$ cat src/rtl/trig_window_gen.sv
module trig_window_gen #(
  parameter int FINE_W      = 32,
  parameter int COARSE_W    = 16,
  parameter int COARSE_LOG2 = 7,
  parameter int WIN_CYCLES  = 5000,
  parameter int DAQ_LIMIT   = 62500,
  parameter int OVR_W       = 16
) (
  input  logic                clk,
  input  logic                rst_n,
  input  logic                run_trig_i,
  input  logic [FINE_W-1:0]   run_fine_i,
  input  logic [COARSE_W-1:0] run_coarse_i,
  input  logic [FINE_W-1:0]   daq_fine_i,
  input  logic [COARSE_W-1:0] daq_coarse_i,
  output logic                release_o,
  output logic                win_active_o,
  output logic                daq_trig_o,
  output logic                daq_err_o,
  output logic [OVR_W-1:0]    overrun_cnt_o
);

  localparam int CSPAN_W = COARSE_W + COARSE_LOG2;
  localparam int SPAN_W  = ((FINE_W > CSPAN_W) ? FINE_W : CSPAN_W) + 2;
  localparam int WIN_W   = $clog2(WIN_CYCLES + 1);
  localparam logic [SPAN_W-1:0] ONE     = SPAN_W'(1);
  localparam logic [SPAN_W-1:0] DAQ_MAX = SPAN_W'(DAQ_LIMIT);
  localparam logic [WIN_W-1:0]  WIN_END = WIN_W'(WIN_CYCLES - 1);
  localparam logic [OVR_W-1:0]  OVR_SAT = '1;

  typedef enum logic [1:0] {S_IDLE, S_DELAY, S_OPEN} run_st_t;

  function automatic logic [SPAN_W-1:0] span(input logic [FINE_W-1:0] f,
                                             input logic [COARSE_W-1:0] c);
    return (SPAN_W'(f) + ONE) + ((SPAN_W'(c) + ONE) << COARSE_LOG2);
  endfunction

  run_st_t           st;
  logic              trig_q, daq_wait;
  logic [SPAN_W-1:0] run_left, daq_left;
  logic [WIN_W-1:0]  win_left;

  wire               trig_edge = run_trig_i & ~trig_q;
  wire               busy      = (st != S_IDLE) | daq_wait;
  wire               take      = trig_edge & ~busy;
  wire               reject    = trig_edge & busy;
  wire [SPAN_W-1:0]  run_span  = span(run_fine_i, run_coarse_i);
  wire [SPAN_W-1:0]  daq_span  = span(daq_fine_i, daq_coarse_i);
  wire               daq_ok    = daq_span <= DAQ_MAX;

  always_ff @(posedge clk) begin
    if (!rst_n) trig_q <= 1'b0;
    else        trig_q <= run_trig_i;
  end

  always_ff @(posedge clk) begin
    if (!rst_n) begin
      st           <= S_IDLE;
      run_left     <= '0;
      win_left     <= '0;
      release_o    <= 1'b0;
      win_active_o <= 1'b0;
    end else begin
      release_o <= 1'b0;
      case (st)
        S_IDLE: if (take) begin
          run_left <= run_span;
          st       <= S_DELAY;
        end
        S_DELAY: if (run_left == ONE) begin
          st           <= S_OPEN;
          release_o    <= 1'b1;
          win_active_o <= 1'b1;
          win_left     <= WIN_END;
        end else begin
          run_left <= run_left - ONE;
        end
        S_OPEN: if (win_left == '0) begin
          win_active_o <= 1'b0;
          st           <= S_IDLE;
        end else begin
          win_left <= win_left - WIN_W'(1);
        end
        default: st <= S_IDLE;
      endcase
    end
  end

  always_ff @(posedge clk) begin
    if (!rst_n) begin
      daq_wait   <= 1'b0;
      daq_left   <= '0;
      daq_trig_o <= 1'b0;
      daq_err_o  <= 1'b0;
    end else begin
      daq_trig_o <= 1'b0;
      daq_err_o  <= 1'b0;
      if (take) begin
        if (daq_ok) begin
          daq_wait <= 1'b1;
          daq_left <= daq_span;
        end else begin
          daq_err_o <= 1'b1;
        end
      end else if (daq_wait) begin
        if (daq_left == ONE) begin
          daq_wait   <= 1'b0;
          daq_trig_o <= 1'b1;
        end else begin
          daq_left <= daq_left - ONE;
        end
      end
    end
  end

  always_ff @(posedge clk) begin
    if (!rst_n)                              overrun_cnt_o <= '0;
    else if (reject && overrun_cnt_o != OVR_SAT) overrun_cnt_o <= overrun_cnt_o + OVR_W'(1);
  end

endmodule


$ cat config.mk
export PLATFORM = sky130hd
export DESIGN_NAME = trig_window_gen
export DESIGN_NICKNAME = d
export VERILOG_FILES = /design/src/rtl/trig_window_gen.sv
export SDC_FILE = /design/constraint.sdc
export NUM_CORES = 1
export LEC_CHECK = 0
export BUFFER_PORTS_ARGS = -buffer_cell sky130_fd_sc_hd__buf_4
export CAP_MARGIN = 20
export CORE_ASPECT_RATIO = 0.5
export CORE_UTILIZATION = 38
export CTS_BUF_LIST = sky130_fd_sc_hd__clkbuf_2 sky130_fd_sc_hd__clkbuf_4 sky130_fd_sc_hd__clkbuf_8
export CTS_CLUSTER_DIAMETER = 80
export DETAILED_ROUTE_END_ITERATION = 6
export HOLD_SLACK_MARGIN = 0.1
export PLACE_DENSITY = 0.58
export SLEW_MARGIN = 5
export SYNTH_ARGS = -nofsm -noshare
export SYNTH_HDL_FRONTEND = slang
export SYNTH_SLANG_ARGS = --single-unit
$ cat constraint.sdc
create_clock -name clk -period 11.6 [get_ports clk]
set_clock_uncertainty 0.05 [all_clocks]
set_input_delay 2.9 -clock clk [delete_from_list [all_inputs] [get_ports clk]]
set_output_delay 2.9 -clock clk [all_outputs]
set_load 0.03 [all_outputs]
# [Word-level counts from Yosys, hierarchy flattened]
# Cells that the tools add are included.
[op_classes] add_sub_neg=10 magnitude_cmp=1 eq_ne=12 mux=24 bitwise_logic=8 n_reduce_logical=15
[ops] op="$mux 34" count=6
[ops] op="$add 33x24->34" count=2
[ops] op="$eq 34x1->1 const B" count=2
[ops] op="$pmux 34 s2" count=1
[ops] op="$sub 34x1->34 const B" count=2
[ops] op="$add 32x1->33 const B" count=2
[ops] op="$add 16x1->17 const B" count=2
[ops] op="$le 34x16->1 const B" count=1
[ops] op="$mux 13" count=2
[ops] op="$pmux 13 s2" count=1
[ops] op="$add 16x1->16 const B" count=1
[ops] op="$ne 16x16->1 const B" count=1
[ops] op="$reduce_and 3->1" count=5
[ops] op="$logic_not 13->1" count=1
[ops] op="$sub 13x1->13 const B" count=1
[ops] op="$ne 2x2->1 const B" count=6
[ops] op="$mux 1" count=9
[ops] op="$reduce_bool 2->1" count=4
[ops] op="$mux 2" count=3
[ops] op="$pmux 2 s3" count=1
[ops] op="$not 1->1" count=4
[ops] op="$reduce_and 2->1" count=2
[ops] op="$and 1x1->1" count=3
[ops] op="$reduce_or 3->1" count=1
[ops] op="other kinds (7)" count=7
[totals] word_cells=81 in_bits=99 regBits=105 out_inout_bits=20

# [Depth between registers and ports, before layout]
# Gate-level depths: netlist of the first run.
[logic_depth] depth_word=6 ltp_mapped=20 ltp_nobuf=18

# [Worst setup path before layout of the first run]
# OpenSTA, ideal clock, no wires.
[synth_timing] path_type="input to register" startpoint="input port daq_coarse_i[3]" endpoint="register daq_left[19]" arrival_ps=6746 setup_slack_ps=4671 required_ps=11416 cell_stages=20 setup_time_ps=134 path_buffers=2 path_cell_list="and3_1 > and3_1 > nand2_1 > nor2_1 > and4_1 > nand4_1 > xnor2_1 > ha_1 > clkbuf_1 > a21oi_1 > nor2_1 > o21ai_1 > or3_1 > a21boi_0 > nor2_1 > nor4_1 > nand4_1 > nand2_1 > clkbuf_1 > o22ai_1"
[synth_via] elab_chain_len=5 elab_cells_between_ends=7 cone_classes="2 x add/sub; 1 x order compare; 1 x eq/ne; 2 x mux; 1 x reduce/logical"
[synth_lines] element="start: declaration" line="15" source="input logic [COARSE_W-1:0] daq_coarse_i,"
[synth_lines] element="$add 16x1->17 *" line="35" source="return (SPAN_W'(f) + ONE) + ((SPAN_W'(c) + ONE) << COARSE_LOG2);"
[synth_lines] element="$add 33x24->34 *" line="35"
[synth_lines] element="$le 34x16->1" line="49" source="wire daq_ok = daq_span <= DAQ_MAX;"
[synth_lines] element="$ne 2x1->1 (no line)"
[synth_lines] element="$reduce_and 3->1 (no line)"
[synth_lines] element="end signal: assignment" line="101" source="daq_left <= daq_span;"
[synth_lines] element="end signal: assignment" line="110" source="daq_left <= daq_left - ONE;"
[synth_lines] element="end: declaration" line="40" source="logic [SPAN_W-1:0] run_left, daq_left;"
# Every way passes the cells marked *; elsewhere a longest branch is shown, timed or not. The select of a mux whose other input is x is not followed.
# A chain may end at the register's enable or synchronous reset.

# [Worst setup path after layout of the first run]
[layout_timing] startpoint="input port daq_coarse_i[3]" endpoint="register daq_left[24]"
# The elaborated chain is that of the path after synthesis.

==> results of run 1 <==
-- Yosys cell counts, types with 19 or more instances --
cell	instances
sky130_fd_sc_hd__nor2_1	139
sky130_fd_sc_hd__a21oi_1	118
sky130_fd_sc_hd__dfxtp_1	105
sky130_fd_sc_hd__nand2_1	98
sky130_fd_sc_hd__o21ai_0	76
sky130_fd_sc_hd__xnor2_1	70
sky130_fd_sc_hd__nand3_1	60
sky130_fd_sc_hd__clkbuf_1	58
sky130_fd_sc_hd__ha_1	49
sky130_fd_sc_hd__nor3_1	38
sky130_fd_sc_hd__xor2_1	34
sky130_fd_sc_hd__inv_1	25
sky130_fd_sc_hd__o22ai_1	25
sky130_fd_sc_hd__nand4_1	24
sky130_fd_sc_hd__and3_1	19
-- state kept, by name, summed over array words and instances, names as in the netlist, 2 cells and up --
name and count:
win_left 13, run_left 34, overrun_cnt_o 16, daq_left 34, st 2
-- per-stage QoR --
stage               util, %  hold WS [ns]  worst slack [ns]
CTS                    45.2         0.409              3.57
floorplan                 -         0.393              4.67
detailed placement     44.3         0.394              3.16
global route           45.3         0.428              3.21
global placement       44.3         0.392              3.41
finish                 45.3         0.403              3.58
-- area by class of cell --
cell class                 count  area, sq um
clock buffer                  11          151
clock inverter                 5         53.8
fill                        2254        12100
inverter                      26         97.6
multi-input combinational   1004         6250
sequential                   105         2100
tap                          300          375
timing repair buffer         127          961
-- routing by layer --
layer  wire length (microns)  up-vias  GRT usage, %
li1                        -     4556             -
met2                   11100      163          35.4
met5                       0        -             0
met1                   11600     4101          26.1
met3                     970       22          3.51
met4                     239        0          4.36
-- worst max-delay path: stages --
cell and delay, ns:
sky130_fd_sc_hd__buf_4 0.09, sky130_fd_sc_hd__and3_1 0.17, sky130_fd_sc_hd__and3_1 0.22, sky130_fd_sc_hd__nand2_1 0.07
sky130_fd_sc_hd__nor2_1 0.23, sky130_fd_sc_hd__and4_1 0.25, sky130_fd_sc_hd__nand4_1 0.12, sky130_fd_sc_hd__xnor2_1 0.14
sky130_fd_sc_hd__ha_1 0.40, sky130_fd_sc_hd__a21oi_1 0.32, sky130_fd_sc_hd__o21ai_0 0.14, sky130_fd_sc_hd__nor4_1 0.26
sky130_fd_sc_hd__a21oi_1 0.14, sky130_fd_sc_hd__xnor2_1 0.23, sky130_fd_sc_hd__o311ai_0 0.21, sky130_fd_sc_hd__nor4_1 0.52
sky130_fd_sc_hd__nand4_1 0.84, sky130_fd_sc_hd__nand2_1 0.77, sky130_fd_sc_hd__o22ai_1 0.18
-- power groups by stage --
stage                     registers (mW)  clock network (mW)  logic, mW
after global routing               0.395               0.263      0.352
after floorplan                    0.397                   0      0.221
after global placement             0.400                   0      0.309
final                              0.393               0.241      0.314
after CTS                          0.392               0.248      0.314
after detailed placement           0.401                   0      0.312
-- cells by family (layout without fill, tap and decap cells) --
| family | after synthesis | count (layout) | share of synthesized area (%) |
|---|---|---|---|
| buffers and inverters | 87 | 169 | 3.93 |
| AO/OA/AOI/OAI | 360 | 360 | 25.9 |
| adder cells (fa/ha/maj) | 49 | 49 | 7.06 |
| flip-flops | 105 | 105 | 24.2 |
| AND/OR/NAND/NOR | 485 | 485 | 27.7 |
| multiplexers | 6 | 6 | 0.734 |
| XOR/XNOR | 104 | 104 | 10.5 |
-- path summary, 6_finish.rpt --
check / from / end / slack, ns / depth (start not counted)
max reg2reg: run_left[6] / run_left[27] / 7.60 / 10
max: daq_coarse_i[3] / daq_left[24] / 3.58 / 19
min reg2reg: win_active_o / win_active_o / 0.40 / 2
min: win_active_o / win_active_o / 0.40 / 2
==> PnR_summary.wiki, run 1 <==
{| class="wikitable"
! Metric !! Value
|-
| Antenna violations before repair || 0
|-
| Post-CTS setup-driven buffer insertion count || 0
|-
| Worst IR drop on VDD || ~0.047 mV
|-
| Post-synthesis instance area || 0.00869 sq mm
|-
| H-tree depth reported by CTS || 3
|-
| Dpl cells || 1,561
|-
| Top_reg_cell synth || sky130_fd_sc_hd__dfxtp_1
|-
| Post-synthesis to final-layout area growth || 15.0%
|-
| Count of buffers inserted at the top-level ports || roughly 120
|-
| DR DRC count || 0
|-
| Final GP Congestion || roughly 0.85
|-
| Run status || completed
|-
| Clock tree from TritonCTS || done
|-
| Global-route total usage across every layer || 20.2%
|-
| Synth async-reset ratio || 0%
|-
| Worst slew margin relative to its limit || a little under a third
|-
| Clock power frac || roughly a quarter
|-
| Placed cell areas || between 0.009 and 0.01 sq mm
|-
| Hold Vio Cnt, Final || 0
|-
| Post-synth top area cell || sky130_fd_sc_hd__dfxtp_1
|-
| Commonest non-fill, non-tap cells in the layout || sky130_fd_sc_hd__nor2_1 (139), sky130_fd_sc_hd__buf_4 (126), sky130_fd_sc_hd__a21oi_1 (118), sky130_fd_sc_hd__dfxtp_1 (105), sky130_fd_sc_hd__nand2_1 (98)
|-
| Shortest period the worst path allows || 8.02 ns
|-
| Count of final max-slew check failures || 0
|-
| Switching power share of the total || between 30% and 40%
|-
| Number of buffers inserted during clock tree synthesis || 9
|-
| Overall power consumption || ~0.95 mW
|-
| Count of flip-flops with a built-in enable after synthesis || 0
|-
| CP startpoint kind || input port
|-
| Static Leak || 3.89 nW
|-
| Logic gate share of total power || 33.2%
|-
| Post-route antenna net violation count || 0
|-
| Overall die area || 0.0235 sq mm
|-
| Pin count of the biggest net entering global routing || 63
|-
| Share of total power in sequential cells || between 40 and 50%
|-
| Count of maximum capacitance violations || 0
|-
| Number of warnings reported in the yosys synthesis log || 0
|-
| Fraction of final layout cells sized beyond drive strength 1 || between 10% and 20%
|-
| Reported net switching power || 0.330 mW
|-
| Horizontal die dimension || between 200 and 250 microns
|-
| Buffer type at the clock tree root || sky130_fd_sc_hd__clkbuf_8
|-
| Number of library cell types mapped by synthesis || 73
|-
| Design Area, Final || 0.0100 sq mm
|-
| Dpl hpwl || 17,900 microns
|-
| Count of mapped cells out of synthesis || around 1,200
|-
| Fmax achieved || about 120 MHz
|-
| First-pass GRT wire length || roughly 39,000 microns
|-
| Non-filler instance count after layout || 1,578
|-
| Worst Path Required || around 12 ns
|-
| Iteration-0 DRC Markers || roughly 410
|-
| Area share of the largest cell type after synthesis || roughly a quarter
|-
| Cell types with the largest area share after synthesis || sky130_fd_sc_hd__dfxtp_1 (24%), sky130_fd_sc_hd__ha_1 (7.1%), sky130_fd_sc_hd__xnor2_1 (7.1%), sky130_fd_sc_hd__a21oi_1 (6.8%), sky130_fd_sc_hd__nor2_1 (6.0%)
|-
| Setup total negative slack || 0 ns
|-
| Final Cycle Share || between 60 and 70%
|-
| Clock latency on the worst-skew pair || between 0.3 and 0.4 ns
|-
| Transition at the pin with the smallest max-transition slack || a little over 1 ns
|-
| Critical Path Fanout Max || 18
|-
| GR Overflow Total || 0
|-
| Share of synthesized area occupied by flip-flops and latches || between 20% and 30%
|-
| Unrepaired setup endpoints after global routing || no
|-
| Worst setup EP type || flop
|-
| Floorplan core area || 0.0221 sq mm
|-
| ANT cells || 0
|-
| Vias per cell || around 5.6
|-
| Via count || between 8,000 and 9,000
|-
| Synth Area per Inst || between 7 and 8 sq um
|-
| Initial DRT Pass Iterations || 7
|-
| I/O pin total || ~120
|-
| Count of clock tree sinks || 105
|-
| Register bit total from synthesis || 105
|-
| Endpoint arrival time on the critical path || ~8 ns
|-
| Final setup fails || 0
|-
| Clock transition at the registers of the reported paths || roughly 0.090 ns
|-
| Max Buffers Root-to-Sink || 2
|-
| Internal power || just over 0.6 mW
|-
| Avg WL per Cell || about 15 microns
|-
| Worst hold-check path type || flop to flop
|-
| Die H || approximately 110 microns
|-
| CTS-repair resized insts || 0
|-
| Post-synthesis net count || 1,344
|-
| Pwr Density || between 90 and 100 mW/mm^2
|-
| Commonest non-fill, non-tap cell in the layout || sky130_fd_sc_hd__nor2_1
|-
| Detailed-route wire length || 23,900 microns
|-
| Class of the most critical setup path || input port to flop
|-
| Site Rows || 38
|-
| Final net count || roughly 1,400
|-
| Effective utilization at floorplan || between 30% and 40%
|-
| Total of hold buffers inserted after clock tree synthesis || 0
|-
| Number of global-route vias before repair || around 8,400
|}
Power figures use the tool's default switching activity.
==> inputs of run 2 (changes only) <==
--- a/config.mk
+++ b/config.mk
@@ -5,6 +5,7 @@
 export SDC_FILE = /design/constraint.sdc
 export NUM_CORES = 1
 export LEC_CHECK = 0
+export ABC_AREA = 1
 export BUFFER_PORTS_ARGS = -buffer_cell sky130_fd_sc_hd__buf_4
 export CAP_MARGIN = 20
 export CORE_ASPECT_RATIO = 0.5
@@ -13,7 +14,7 @@
 export CTS_CLUSTER_DIAMETER = 80
 export DETAILED_ROUTE_END_ITERATION = 6
 export HOLD_SLACK_MARGIN = 0.1
-export PLACE_DENSITY = 0.58
+export PLACE_DENSITY = 0.59
 export SLEW_MARGIN = 5
 export SYNTH_ARGS = -nofsm -noshare
 export SYNTH_HDL_FRONTEND = slang
==> constraint.sdc (replaced) <==
create_clock -name clk -period 6.8 [get_ports clk]
set_clock_uncertainty 0.05 [all_clocks]
set_input_delay 1.7 -clock clk [delete_from_list [all_inputs] [get_ports clk]]
set_output_delay 1.7 -clock clk [all_outputs]
set_load 0.03 [all_outputs]
==> run 2 against run 1 <==
Against the previous run: clock power is 56% higher; count of clock-buffer cells in the layout is 2 lower; final cell count is 38% higher; die area is 17% higher; non-clock buffer count is 3 lower; cell area is 15% higher; critical path depth is 6 higher; sequential power is 110% higher; hold slack better by 0.0053 ns; sequential share of layout area is 2.8 points lower; first-iteration DRC count is 88% higher; area after synthesis is 17% higher; largest cell class unchanged.
==> PnR_summary.wiki, run 2 <==
{| class="wikitable"
! Metric !! Value
|-
| Count of clock tree sinks || 105 (unchanged)
|-
| Post-synthesis instance area || 0.0102 sq mm (+17%)
|-
| Horizontal die dimension || 233 microns (+8.0%)
|-
| Dpl cells || 2,167 (+39%)
|-
| Worst IR drop on VDD || 0.0963 mV (+100%)
|-
| Final GP Congestion || 0.913 (+7.1%)
|-
| GR Overflow Total || 0 (unchanged)
|-
| CTS-repair resized insts || 0 (unchanged)
|-
| Design Area, Final || 0.0115 sq mm (+15%)
|-
| Cell mode on critical path || sky130_fd_sc_hd__nand2_1
|-
| CP startpoint kind || input port
|-
| Area share of the largest cell type after synthesis || 20.7% (-3.5 points)
|-
| Class of the most critical setup path || input port to flop
|-
| Count of mapped cells out of synthesis || 1,741 (+46%)
|-
| Number of fill cells in the layout || 2,849 (+26%)
|-
| Most numerous cell in the Yosys netlist || sky130_fd_sc_hd__nand2_1
|-
| Clock latency on the worst-skew pair || 0.39 ns (about the same)
|-
| Dpl hpwl || 21,800 microns (+22%)
|-
| Site Rows || 41 (+7.9%)
|-
| Static Leak || 5.62 nW (+44%)
|-
| Cell types with the largest area share after synthesis || sky130_fd_sc_hd__dfxtp_1 (21%), sky130_fd_sc_hd__nand2_1 (16%), sky130_fd_sc_hd__inv_1 (8.9%), sky130_fd_sc_hd__nor2_1 (8.8%), sky130_fd_sc_hd__ha_1 (6.0%)
|-
| Hold Vio Cnt, Final || 0 (unchanged)
|-
| Pin count of the biggest net entering global routing || 77 (+22%)
|-
| H-tree depth reported by CTS || 3 (unchanged)
|-
| Startpoint of the tightest hold check path || win_left[5]
|-
| Final setup fails || 0 (unchanged)
|-
| Iteration-0 DRC Markers || 765 (+88%)
|-
| Share of synthesized area occupied by flip-flops and latches || 20.7% (-3.5 points)
|-
| Fraction of final layout cells sized beyond drive strength 1 || 10.8% (-2.2 points)
|-
| Number of global-route vias before repair || 9,895 (+18%)
|-
| Global-route total usage across every layer || 20.7% (+0.51 points)
|-
| Transition at the pin with the smallest max-transition slack || 0.849 ns (-0.181 ns)
|-
| Worst Path Required || 7.04 ns (-4.75 ns)
|-
| ANT cells || 0 (unchanged)
|-
| Final Cycle Share || around four fifths
|-
| Worst hold-check path type || flop to flop
|-
| Setup slack on the worst flop-to-flop path || 4.08 ns (-3.52 ns)
|-
| Delay of the slowest critical-path stage || 0.49 ns (-0.35 ns)
|-
| Register area || 0.00210 sq mm (unchanged)
|-
| Register bit total from synthesis || 105 (unchanged)
|-
| Detailed-route wire length || 28,100 microns (+18%)
|-
| Commonest non-fill, non-tap cell in the layout || sky130_fd_sc_hd__nand2_1
|-
| Max Buffers Root-to-Sink || 2 (unchanged)
|-
| Critical Path Fanout Max || 49 (+31)
|-
| Final net count || 1,983 (+40%)
|-
| Die H || 118 microns (+8.0%)
|-
| Run status || completed
|-
| Unrepaired setup endpoints after global routing || no
|-
| Count of maximum capacitance violations || 0 (unchanged)
|-
| Post-synthesis to final-layout area growth || 13.4%
|-
| Via count || 10,700 (+21%)
|-
| I/O pin total || 119 (unchanged)
|-
| Pwr Density || 208 mW/mm^2 (+120%)
|-
| Number of library cell types mapped by synthesis || 54 (-26%)
|-
| Placed cell areas || 0.0113 sq mm (+16%)
|-
| Registers with the most flip-flops || daq_left: 34 flops, run_left: 34 flops, overrun_cnt_o: 16 flops
|-
| Buffer type at the clock tree root || sky130_fd_sc_hd__clkbuf_8
|-
| Count of final max-slew check failures || 0 (unchanged)
|-
| Shortest period the worst path allows || approximately 5.3 ns
|-
| Avg WL per Cell || 12.9 microns (-15%)
|-
| Post-route antenna net violation count || 0 (unchanged)
|-
| Clock tree from TritonCTS || done
|-
| Commonest non-fill, non-tap cells in the layout || sky130_fd_sc_hd__nand2_1 (436), sky130_fd_sc_hd__inv_1 (241), sky130_fd_sc_hd__nor2_1 (238), sky130_fd_sc_hd__buf_4 (123)
|-
| Count of buffers inserted at the top-level ports || 118 (unchanged)
|-
| Commonest cells in the netlist || sky130_fd_sc_hd__nand2_1 (437), sky130_fd_sc_hd__inv_1 (241), sky130_fd_sc_hd__nor2_1 (239)
|-
| Number of warnings reported in the yosys synthesis log || 0 (unchanged)
|-
| Overall die area || 0.0274 sq mm (+17%)
|-
| Crit path from || daq_coarse_i[0]
|-
| Fmax achieved || between 150 and 200 MHz
|-
| Setup total negative slack || 0 ns (unchanged)
|-
| Post-synthesis net count || 1,889 (+41%)
|-
| Floorplan core area || 0.0257 sq mm (+16%)
|-
| Number of buffers inserted during clock tree synthesis || 9 (unchanged)
|-
| Non-filler instance count after layout || 2,184 (+38%)
|-
| Top_reg_cell synth || sky130_fd_sc_hd__dfxtp_1
|-
| Worst slew margin relative to its limit || 43.1% (+12 points)
|-
| Worst setup EP type || flop
|-
| CP max stage cell || sky130_fd_sc_hd__buf_4
|-
| Footprint of the multi-input gates || 0.00691 sq mm (+11%)
|-
| Worst reg2reg startpoint || daq_left[4]
|-
| Overall power consumption || 2.40 mW (+150%)
|-
| Effective utilization at floorplan || 39.5% (+0.13 points)
|-
| Endpoint arrival time on the critical path || 5.56 ns (-2.65 ns)
|-
| Synth Area per Inst || 5.83 sq um (-20%)
|-
| Post-CTS setup-driven buffer insertion count || 0 (unchanged)
|-
| Vias per cell || 4.91 (-12%)
|-
| Total of hold buffers inserted after clock tree synthesis || 0 (unchanged)
|-
| Count of flip-flops with a built-in enable after synthesis || 0 (unchanged)
|-
| Post-synth top area cell || sky130_fd_sc_hd__dfxtp_1
|-
| First-pass GRT wire length || 47,300 microns (+20%)
|-
| Initial DRT Pass Iterations || 5 (-2)
|-
| Synth async-reset ratio || 0% (unchanged)
|-
| Clock transition at the registers of the reported paths || 0.10 ns (about the same)
|-
| Antenna violations before repair || 0 (unchanged)
|-
| DR DRC count || 0 (unchanged)
|}
run 2: cell type report:
type / count / share of cell area, %
clock buffer: 9 / 1.08
clock inverter: 7 / 0.435
multi-input combinational: 1343 / 60.0
tap: 344 / 3.74
timing repair buffer: 124 / 8.26
sequential: 105 / 18.3
inverter: 252 / 8.21
run 2: critical path, delay by kind of cell:
family | cells | cell delay [ns]
xor gates and xnor gates | 1 | 0.15
and+or+nand+nor | 19 | 2.61
adders and majority gates | 1 | 0.36
buffers and inverters | 4 | 0.70
run 2: logic make-up after synthesis:
kind of cell / count (synthesis) / share of synthesized area (%)
XOR/XNOR: 80 / 6.90
flip-flops: 105 / 20.7
adder cells (fa/ha/maj): 49 / 6.04
buffers and inverters: 293 / 11.3
AND/OR/NAND/NOR: 913 / 38.3
AO/OA/AOI/OAI: 301 / 16.8
run 2: power breakdown:
part | leakage [nW] | internal [mW] | switching [mW]
Clock | 0.0942 | 0.136 | 0.239
Combinational | 4.67 | 0.446 | 0.750
Sequential | 0.862 | 0.718 | 0.111
run 2: final timing paths:
path / endpoint / cells after the start
max reg2reg: daq_left[16] / 11
min: win_left[5] / 1
max: daq_left[32] / 25
min reg2reg: win_left[5] / 1
run 2: metrics by stage:
step / hold slack [ns] / worst slack (ns) / util (%)
6_report: 0.408 / 1.49 / 44.8
2_1_floorplan: 0.373 / 2.10 / -
4_1_cts: 0.410 / 1.49 / 44.7
3_5_place_dp: 0.394 / 1.07 / 44.0
5_1_grt: 0.441 / 0.863 / 44.8
3_3_place_gp: 0.392 / 1.10 / 44.0
run 2: routing by layer:
layer  global-route usage (%)  share of wire [%]
met3                     2.03                3.8
met1                     29.0                 50
met5                        0                  0
met2                     34.3                 45
met4                     4.04                1.1
==> inputs of run 3 (changes only) <==
--- a/config.mk
+++ b/config.mk
@@ -14,7 +14,7 @@
 export CTS_CLUSTER_DIAMETER = 80
 export DETAILED_ROUTE_END_ITERATION = 6
 export HOLD_SLACK_MARGIN = 0.1
-export PLACE_DENSITY = 0.59
+export PLACE_DENSITY = 0.57
 export SLEW_MARGIN = 5
 export SYNTH_ARGS = -nofsm -noshare
 export SYNTH_HDL_FRONTEND = slang
==> constraint.sdc (replaced) <==
create_clock -name clk -period 5.23 [get_ports clk]
set_clock_uncertainty 0.05 [all_clocks]
set_input_delay 1.3075 -clock clk [delete_from_list [all_inputs] [get_ports clk]]
set_output_delay 1.3075 -clock clk [all_outputs]
set_load 0.03 [all_outputs]
==> run 3 against run 2 <==
Against the previous run: combinational power grew 31%; total power is 31% higher; sequential power grew 30%; register-to-register slack got worse by 1.7 ns; first-iteration DRC count shrank 17%; sequential share of layout area decreased by 0.10 points; utilization up 0.25 points; critical path type unchanged; largest power group unchanged.
==> PnR_summary.wiki, run 3 (synthesized netlist as in run 2, its figures left out) <==
{| class="wikitable"
! Metric !! Value
|-
| Run status || completed
|-
| Fmax achieved || about 210 MHz
|-
| Via count || 10,800 (+0.52%)
|-
| Post-route antenna net violation count || 0 (unchanged)
|-
| Number of buffers inserted during clock tree synthesis || 9 (unchanged)
|-
| First-pass GRT wire length || 48,500 microns (+2.6%)
|-
| I/O pin total || 119 (unchanged)
|-
| Post-CTS setup-driven buffer insertion count || 0 (unchanged)
|-
| Post-synthesis to final-layout area growth || 14.1%
|-
| Util after Layout || 45.1% (+0.25 points)
|-
| Overall die area || 0.0274 sq mm (unchanged)
|-
| Worst slew margin relative to its limit || 44.7% (+1.7 points)
|-
| Worst setup EP type || flop
|-
| Placed cell areas || 0.0114 sq mm (+0.77%)
|-
| Delay of the slowest critical-path stage || 0.32 ns (-0.17 ns)
|-
| Unrepaired setup endpoints after global routing || no
|-
| Die H || 118 microns (unchanged)
|-
| Crit path from || daq_coarse_i[0]
|-
| Count of buffers inserted at the top-level ports || 118 (unchanged)
|-
| Horizontal die dimension || 233 microns (unchanged)
|-
| Register area || 0.00210 sq mm (unchanged)
|-
| CP startpoint kind || input port
|-
| Number of cells on the worst reg-to-reg path || 11 (unchanged)
|-
| Antenna violations before repair || 0 (unchanged)
|-
| Final net count || 1,992 (+0.45%)
|-
| Endpoint arrival time on the critical path || 4.94 ns (-0.62 ns)
|-
| Registers with the most flip-flops || daq_left: 34 flops, run_left: 34 flops, overrun_cnt_o: 16 flops
|-
| Pwr Density || 271 mW/mm^2 (+30%)
|-
| Worst IR drop on VDD || 0.157 mV (+63%)
|-
| Detailed-route wire length || 28,900 microns (+2.7%)
|-
| Footprint of the multi-input gates || 0.00691 sq mm (unchanged)
|-
| Clock power frac || 15.8% (+0.2 points)
|-
| Count of maximum capacitance violations || 0 (unchanged)
|-
| Number of fill cells in the layout || 2,844 (-0.18%)
|-
| Clock latency on the worst-skew pair || 0.39 ns (about the same)
|-
| Transition at the pin with the smallest max-transition slack || 0.829 ns (-0.0197 ns)
|-
| Setup total negative slack || 0 ns (unchanged)
|-
| Commonest non-fill, non-tap cells in the layout || sky130_fd_sc_hd__nand2_1 (436), sky130_fd_sc_hd__inv_1 (241), sky130_fd_sc_hd__nor2_1 (238), sky130_fd_sc_hd__buf_4 (132)
|-
| CP max stage cell || sky130_fd_sc_hd__nor3_1
|-
| Cell mode on critical path || sky130_fd_sc_hd__nand2_1
|-
| Static Leak || 5.67 nW (+0.77%)
|-
| Termination of the worst setup path || daq_left[13]
|-
| Count of final max-slew check failures || 0 (unchanged)
|-
| Iteration-0 DRC Markers || 636 (-17%)
|-
| Site Rows || 41 (unchanged)
|-
| Floorplan core area || 0.0257 sq mm (unchanged)
|-
| H-tree depth reported by CTS || 3 (unchanged)
|-
| Terminus of the critical flop-to-flop path || daq_left[13]
|-
| Vias per cell || 4.92 (+0.15%)
|-
| GR Overflow Total || 0 (unchanged)
|-
| CTS-repair resized insts || 0 (unchanged)
|-
| DR DRC count || 0 (unchanged)
|-
| Dpl hpwl || 22,800 microns (+4.8%)
|-
| Critical Path Fanout Max || 21 (-57%)
|-
| Final setup fails || 0 (unchanged)
|-
| Buffer type at the clock tree root || sky130_fd_sc_hd__clkbuf_8
|-
| Avg WL per Cell || 13.2 microns (+2.4%)
|-
| Overall power consumption || 3.14 mW (+31%)
|-
| Worst reg2reg startpoint || daq_left[4]
|-
| Total of hold buffers inserted after clock tree synthesis || 0 (unchanged)
|-
| Initial DRT Pass Iterations || 5 (unchanged)
|-
| Shortest period the worst path allows || around 4.7 ns
|-
| Commonest non-fill, non-tap cell in the layout || sky130_fd_sc_hd__nand2_1
|-
| Worst hold-check path type || flop to flop
|-
| Design Area, Final || 0.0116 sq mm (+0.57%)
|-
| Clock tree from TritonCTS || done
|-
| Count of clock tree sinks || 105 (unchanged)
|-
| Max Buffers Root-to-Sink || 2 (unchanged)
|-
| Global-route total usage across every layer || 21.3% (+0.57 points)
|-
| Logic gate share of total power || 49.9% (about the same)
|-
| Number of global-route vias before repair || 10,100 (+2.2%)
|-
| Switching power share of the total || 45.4% (-0.41 points)
|-
| Clock transition at the registers of the reported paths || 0.10 ns (about the same)
|-
| Reported net switching power || 1.43 mW (+30%)
|-
| Fraction of final layout cells sized beyond drive strength 1 || 11.2% (+0.39 points)
|-
| Final GP Congestion || 0.939 (+2.8%)
|-
| Pin count of the biggest net entering global routing || 76 (-1.3%)
|-
| Hold Vio Cnt, Final || 0 (unchanged)
|-
| Class of the most critical setup path || input port to flop
|-
| Effective utilization at floorplan || 39.5% (unchanged)
|-
| Final Cycle Share || around nine tenths
|-
| Setup slack on the worst flop-to-flop path || 2.41 ns (-1.67 ns)
|-
| Share of total power in sequential cells || 34.4% (about the same)
|-
| Worst Path Required || 5.50 ns (-1.54 ns)
|-
| Internal power || 1.72 mW (+32%)
|-
| ANT cells || 0 (unchanged)
|}
## run 3: cell types whose count changed in the layout (fill, tap and decap cells not counted)
cell                       delta
sky130_fd_sc_hd__buf_12       +1
sky130_fd_sc_hd__buf_16       -1
sky130_fd_sc_hd__buf_4        +9
sky130_fd_sc_hd__clkbuf_8     +2
sky130_fd_sc_hd__clkinv_2     -1
sky130_fd_sc_hd__inv_6        -2
## run 3: power groups by stage
stage	combinational, mW	sequential (mW)	clock [mW]
after floorplan	1.20	1.06	0
after global placement	1.56	1.10	0
after detailed placement	1.56	1.09	0
after CTS	1.57	1.08	0.523
after global routing	1.80	1.10	0.547
final	1.57	1.08	0.495
## run 3: metrics by stage
stage / hold WS, ns / setup WS [ns] / instances
finish: 0.404 / 0.566 / 2192
detailed placement: 0.397 / 0.145 / 2177
CTS: 0.413 / 0.549 / 2192
floorplan: 0.373 / 0.918 / 1741
global placement: 0.402 / 0.193 / 2177
global route: 0.431 / 0.0149 / 2192
## run 3: worst min path at each step
stage,slack (ns),cells after the start,start,to
global placement,0.40,1,win_left[5],win_left[5]
floorplan,0.37,1,win_left[5],win_left[5]
global route,0.43,1,win_left[5],win_left[5]
finish,0.40,1,win_left[5],win_left[5]
CTS,0.41,1,win_left[5],win_left[5]
detailed placement,0.40,1,win_left[5],win_left[5]
## run 3: critical path, delay by kind of cell
kind,cells,cell delay (ns)
xor+xnor,1,0.19
buf+inv,4,0.30
fa+ha+maj,2,0.49
simple gates,22,2.63
## run 3: final cells by class
| cell class | count | share of cell area [%] |
|---|---|---|
| inverter | 252 | 8.17 |
| tap | 344 | 3.72 |
| clock inverter | 4 | 0.238 |
| sequential | 105 | 18.1 |
| clock buffer | 11 | 1.31 |
| multi-input combinational | 1343 | 59.7 |
| timing repair buffer | 133 | 8.73 |
## run 3: metal layers
metal	GRT usage, %	wire (microns)
met1	29.5	14700
met2	35.4	12800
met3	2.18	940
met4	4.41	361
met5	0	0
